### src/rtl/ctx_pkg.sv
package ctx_pkg;
  typedef enum logic {
    CTX_COMPAT = 1'b0,
    CTX_NEW    = 1'b1
  } ctx_e;

  localparam int unsigned ST_CTX    = 7;
  localparam int unsigned ST_FLAG   = 6;
  localparam int unsigned ST_COMPAT = 5;
  localparam int unsigned ST_NEW    = 4;
  localparam int unsigned ST_MPU    = 3;
endpackage

### src/rtl/win_hit.sv
module win_hit #(
  parameter int unsigned ADDR_W  = 16,
  parameter int unsigned SPAN_LG = 2
) (
  input  logic [ADDR_W-1:0] addr_i,
  input  logic [ADDR_W-1:0] base_i,
  output logic              hit_o
);
  localparam logic [ADDR_W-1:0] MASK = ~((ADDR_W'(1) << SPAN_LG) - ADDR_W'(1));

  // full base compared: unaligned base never matches
  assign hit_o = ((addr_i & MASK) == base_i);
endmodule

### src/rtl/ctx_core.sv
module ctx_core
  import ctx_pkg::*;
(
  input  logic clk_i,
  input  logic rst_ni,
  input  logic flip_i,
  input  logic irq_ok_i,
  input  logic rd_i,
  output ctx_e ctx_o,
  output logic flag_o,
  output logic irq_o
);
  always_ff @(posedge clk_i or negedge rst_ni) begin
    if (!rst_ni) begin
      ctx_o  <= CTX_COMPAT;
      flag_o <= 1'b0;
      irq_o  <= 1'b0;
    end else begin
      if (flip_i) ctx_o <= (ctx_o == CTX_NEW) ? CTX_COMPAT : CTX_NEW;
      irq_o <= flip_i && irq_ok_i;
      // set wins over read-clear
      if (flip_i && irq_ok_i) flag_o <= 1'b1;
      else if (rd_i)          flag_o <= 1'b0;
    end
  end
endmodule

### src/rtl/fm_route.sv
module fm_route
  import ctx_pkg::*;
#(
  parameter logic [7:0] BLOCK_MASK = 8'h85
) (
  input  logic       clk_i,
  input  logic       rst_ni,
  input  logic       wr_i,
  input  ctx_e       ctx_next_i,
  input  logic       fm_if_en_i,
  input  logic [7:0] mode_i,
  output logic       fm_compat_o,
  output logic       fm_new_o
);
  logic fm_ok;
  assign fm_ok = fm_if_en_i && ((mode_i & BLOCK_MASK) == 8'h00);

  always_ff @(posedge clk_i or negedge rst_ni) begin
    if (!rst_ni) begin
      fm_compat_o <= 1'b0;
      fm_new_o    <= 1'b0;
    end else if (wr_i) begin
      fm_compat_o <= fm_ok && (ctx_next_i == CTX_COMPAT);
      fm_new_o    <= fm_ok && (ctx_next_i == CTX_NEW);
    end
  end
endmodule

### src/rtl/ctx_switch_snoop.sv
module ctx_switch_snoop
  import ctx_pkg::*;
#(
  parameter int unsigned ADDR_W     = 16,
  parameter int unsigned NEW_LG     = 2,
  parameter int unsigned COMPAT_LG  = 4,
  parameter logic [7:0]  FM_BLOCK   = 8'h85
) (
  input  logic              clk_i,
  input  logic              rst_ni,
  input  logic              wr_valid_i,
  input  logic [ADDR_W-1:0] wr_addr_i,
  input  logic              status_rd_i,
  input  logic [ADDR_W-1:0] new_base_i,
  input  logic [ADDR_W-1:0] compat_base_i,
  input  logic              sw_irq_en_i,
  input  logic              irq_assigned_i,
  input  logic              fm_if_en_i,
  input  logic [7:0]        mode_reg_i,
  input  logic              mpu_irq_i,
  input  logic              new_irq_i,
  input  logic              compat_irq_i,
  output logic [7:0]        status_o,
  output logic              ctx_o,
  output logic              switch_irq_o,
  output logic              fm_compat_o,
  output logic              fm_new_o
);
  logic hit_new, hit_compat, flip, flag;
  ctx_e ctx_q, ctx_next;

  win_hit #(.ADDR_W(ADDR_W), .SPAN_LG(NEW_LG)) u_hit_new (
    .addr_i(wr_addr_i), .base_i(new_base_i), .hit_o(hit_new)
  );
  win_hit #(.ADDR_W(ADDR_W), .SPAN_LG(COMPAT_LG)) u_hit_compat (
    .addr_i(wr_addr_i), .base_i(compat_base_i), .hit_o(hit_compat)
  );

  // only the inactive personality's window toggles
  assign flip = wr_valid_i && ((ctx_q == CTX_NEW) ? hit_compat : hit_new);
  assign ctx_next = flip ? ((ctx_q == CTX_NEW) ? CTX_COMPAT : CTX_NEW) : ctx_q;

  ctx_core u_core (
    .clk_i   (clk_i),
    .rst_ni  (rst_ni),
    .flip_i  (flip),
    .irq_ok_i(sw_irq_en_i && irq_assigned_i),
    .rd_i    (status_rd_i),
    .ctx_o   (ctx_q),
    .flag_o  (flag),
    .irq_o   (switch_irq_o)
  );

  fm_route #(.BLOCK_MASK(FM_BLOCK)) u_fm (
    .clk_i      (clk_i),
    .rst_ni     (rst_ni),
    .wr_i       (wr_valid_i),
    .ctx_next_i (ctx_next),
    .fm_if_en_i (fm_if_en_i),
    .mode_i     (mode_reg_i),
    .fm_compat_o(fm_compat_o),
    .fm_new_o   (fm_new_o)
  );

  assign ctx_o = (ctx_q == CTX_NEW);

  always_comb begin
    status_o            = 8'h00;
    status_o[ST_CTX]    = ctx_o;
    status_o[ST_FLAG]   = flag;
    status_o[ST_COMPAT] = compat_irq_i;
    status_o[ST_NEW]    = new_irq_i;
    status_o[ST_MPU]    = mpu_irq_i;
  end
endmodule

### config.mk
export PLATFORM = sky130hd
export DESIGN_NAME = ctx_switch_snoop
export DESIGN_NICKNAME = d
export VERILOG_FILES = /design/src/rtl/ctx_pkg.sv /design/src/rtl/win_hit.sv /design/src/rtl/ctx_core.sv /design/src/rtl/fm_route.sv /design/src/rtl/ctx_switch_snoop.sv
export SDC_FILE = /design/constraint.sdc
export NUM_CORES = 1
export LEC_CHECK = 0
export BUFFER_PORTS_ARGS = -buffer_cell sky130_fd_sc_hd__buf_4
export CAP_MARGIN = 20
export CORE_MARGIN = 5
export CORE_UTILIZATION = 28
export DETAILED_ROUTE_END_ITERATION = 16
export PLACE_DENSITY = 0.73
export SLEW_MARGIN = 5
export SYNTH_ARGS = -nofsm -noshare
export SYNTH_HDL_FRONTEND = slang
export SYNTH_HIERARCHICAL = 1
export SYNTH_SLANG_ARGS = --single-unit
### constraint.sdc
create_clock -name clk_i -period 1.1 [get_ports clk_i]
set_input_delay 0.11 -clock clk_i [delete_from_list [all_inputs] [get_ports clk_i]]
set_output_delay 0.11 -clock clk_i [all_outputs]
set_load 0.05 [all_outputs]
==> flow_summary.yaml <==
placement:
  port-buffer-count: 61
  dp_hpwl_um: 1710
  place_congestion: 0.697
  place_worst_setup_slack_ns: -0.430
  place_inst: 151
hold_path:
  min_path_type: "primary input to register"
  min_from: "wr_valid_i"
  whs_path_depth: 2
sta:
  clock.fmax_mhz: 803
  hold_viol: 0
  rsz0062_at_grt: "true"
  period_needed_ns: 1.25
  min_period_over_period: 1.13
  tns_ns: -0.515
  finClkSkew_ns: 0.00292
  report.final.slew_viol_count: 0
  setup_viol: 5
  timing.final.ws_setup_ns: -0.145
drt:
  drt-wirelength-per-cell_um: 13.4
  drcViolationCount: 0
  wl_um: 2110
  via_count: 718
  firstDrtPassIters: 3
  drtIter0Drc: 9
  post_drt_via_cell_ratio: 4.57
  antenna_left: 0
yosys:
  synth_area_per_cell_um2: 8.96
  synth-seq-cells: 5
  ys_seq_area_frac: 0.205
  synth_area_leader_cell: "xnor2_1"
  syn_area_um2: 609
  synth_cell_types: 21
  synth_cells: 68
  synth_area_leaders: "xnor2_1, dfrtp_1, buf_4"
  synth_top_area_share: 0.374
  ys_warn_count: 6
clock_tree:
  clk_latency_ns: 0.24
  cts_buffers: 3
  path_clk_slew_ns: 0.04
  cts.sinks: 5
  h-tree-depth: 1
  cts_tree: "yes"
  cts.path.max_buffers: 2
  cts-root-buf: "clkbuf_4"
layout:
  multi_input_area_um2: 549
  fillers: 161
  n_antenna_cell: 0
  drive_gt1_frac: 0.669
  fin_nets: 197
  syn2layout_area_growth_pct: 112
  regArea_um2: 126
  fin_cells: 157
floorplan:
  die_area_um2: 3210
  ios: 78
  std_cell_rows: 16
  die_w_um: 56.7
  core-area_um2: 2020
  die_h_um: 56.7
  initial_core_util: 0.301
global_routing:
  use_met2: 0.198
  grt_max_degree: 7
  overflow: 0
  grt_util_met3: 0.0688
  grt.busiest_layer: "met2"
  grtUsageTotal: 0.126
  use_met1: 0.145
  grt_antenna_before_repair: 0
  grt_pass1_vias: 761
  grt_pass1_wl_um: 3260
worst_setup_path:
  crit_family: "simple AND/OR/NAND/NOR gates"
  cp.depth: 8
  cp_max_fo: 2
  reg2reg_from: "u_core/ctx_o"
  critPathLaunchType: "primary input"
  critical-path-max-stage-delay_ns: 0.35
  critPathKind: "primary input to register"
  crit_start: "new_base_i[14]"
  critPathSlowestCell: "nor4_2"
  cp-end-kind: "register"
  path_cells: "buf_6 > xnor2_2 > nand4_1 > nor4_2 > a21oi_1 > a31oi_1 > inv_1 > o32ai_2"
  critPathArrivalTime_ns: 1.38
  critical_path_required_ns: 1.24
  critPathBufInv: 2
  reg2reg_depth: 4
flow_run:
  max_cap_violations: 0
run_status:
  violations: "negative setup slack"
  status: "complete, but fails checks"
pwr:
  vdd_ir_drop_max_mv: 0.297
  p_int_mw: 0.573
  switchingPower_mw: 0.221
  powerDensity_nw_per_um2: 614
  p_comb_frac: 0.507
  p_clk_frac: 0.258
  p_seq_frac: 0.236
  switching_share: 0.278
  power.total_mw: 0.794
  p_leak_nw: 0.621
logic make-up after synthesis:
logic type | count (synthesis) | share of synthesized area
AO/OA/AOI/OAI | 5 | 0.0596
other | 1 | 0.00615
buffers and inverters | 12 | 0.123
AND/OR/NAND/NOR | 17 | 0.201
XOR/XNOR | 27 | 0.388
multiplexers | 1 | 0.0164
flip-flops | 5 | 0.205
flip-flops by register name, indices dropped and copies added (netlist names):
name / count
u_core/ctx_o: 1
u_core/flag_o: 1
u_fm/fm_compat_o: 1
u_core/irq_o: 1
u_fm/fm_new_o: 1
metrics by stage:
| step | cell area, um2 | hold slack, ns | util |
|---|---|---|---|
| 3_5_place_dp | 1080 | -0.0840 | 0.534 |
| 5_1_grt | 1290 | 0.103 | 0.640 |
| 6_report | 1290 | 0.106 | 0.640 |
| 2_1_floorplan | 641 | -0.186 | - |
| 3_3_place_gp | 1080 | -0.0876 | 0.534 |
| 4_1_cts | 1190 | 0.0958 | 0.591 |
per-layer routing:
layer,routed length (um),part of all wire
met1,687,0.33
met2,1140,0.54
met4,7,0.0033
met3,271,0.13
met5,0,0
synth_stat cells:
master / instances
xnor2_1: 26
buf_4: 8
dfrtp_1: 5
nand4_1: 5
inv_1: 4
nor4_2: 3
nand3_1: 2
o32ai_1: 2
a21o_1: 1
a21oi_1: 1
a31oi_1: 1
and2_1: 1
and2_4: 1
conb_1: 1
mux2i_1: 1
nand2_1: 1
nand2b_1: 1
nor2_1: 1
nor2b_1: 1
or3b_1: 1
xor2_1: 1
worst paths after layout:
check / endpoint / slack [ns]
max reg2reg: u_core/flag_o / -0.01
max in group asynchronous: u_core/ctx_o / 0.77
max: u_fm/fm_new_o / -0.15
min in group asynchronous: u_core/ctx_o / 0.21
min reg2reg: u_core/flag_o / 0.48
min: u_fm/fm_compat_o / 0.11
area by class of cell:
| cell class | instances | area share |
|---|---|---|
| clock buffers | 4 | 0.0203 |
| repair buffers | 64 | 0.420 |
| inverters | 4 | 0.0116 |
| well taps | 27 | 0.0261 |
| flip-flops and latches | 5 | 0.0977 |
| multi-input cells | 53 | 0.425 |
power groups by stage:
stage | clock [mW] | combinational (mW) | sequential, mW
3_5_place_dp | 0 | 0.333 | 0.190
2_1_floorplan | 0 | 0.172 | 0.194
3_3_place_gp | 0 | 0.329 | 0.190
4_1_cts | 0.216 | 0.360 | 0.187
6_report | 0.205 | 0.402 | 0.187
5_1_grt | 0.230 | 0.433 | 0.187
cell usage in the layout (no fill, tap or decap), types with 2 or more instances in the layout:
master	synthesis	final
inv_1	4	4
dfrtp_1	5	4
xnor2_2	0	13
nor4_4	0	2
buf_6	0	16
nand3_1	2	2
nand4_1	5	5
o32ai_2	0	2
clkbuf_4	0	3
buf_4	8	47
xnor2_1	26	13
conb_1	1	3
timing repair:
action,CTS,global route
hold buffers,1,0
setup buffers,1,0
setup endpoints to repair,7,7
gates cloned,0,0
pin swaps,8,11
endpoints found under the hold margin,5,0
gates resized for setup,13,18
Note: power is estimated with default switching activity, not from simulation.
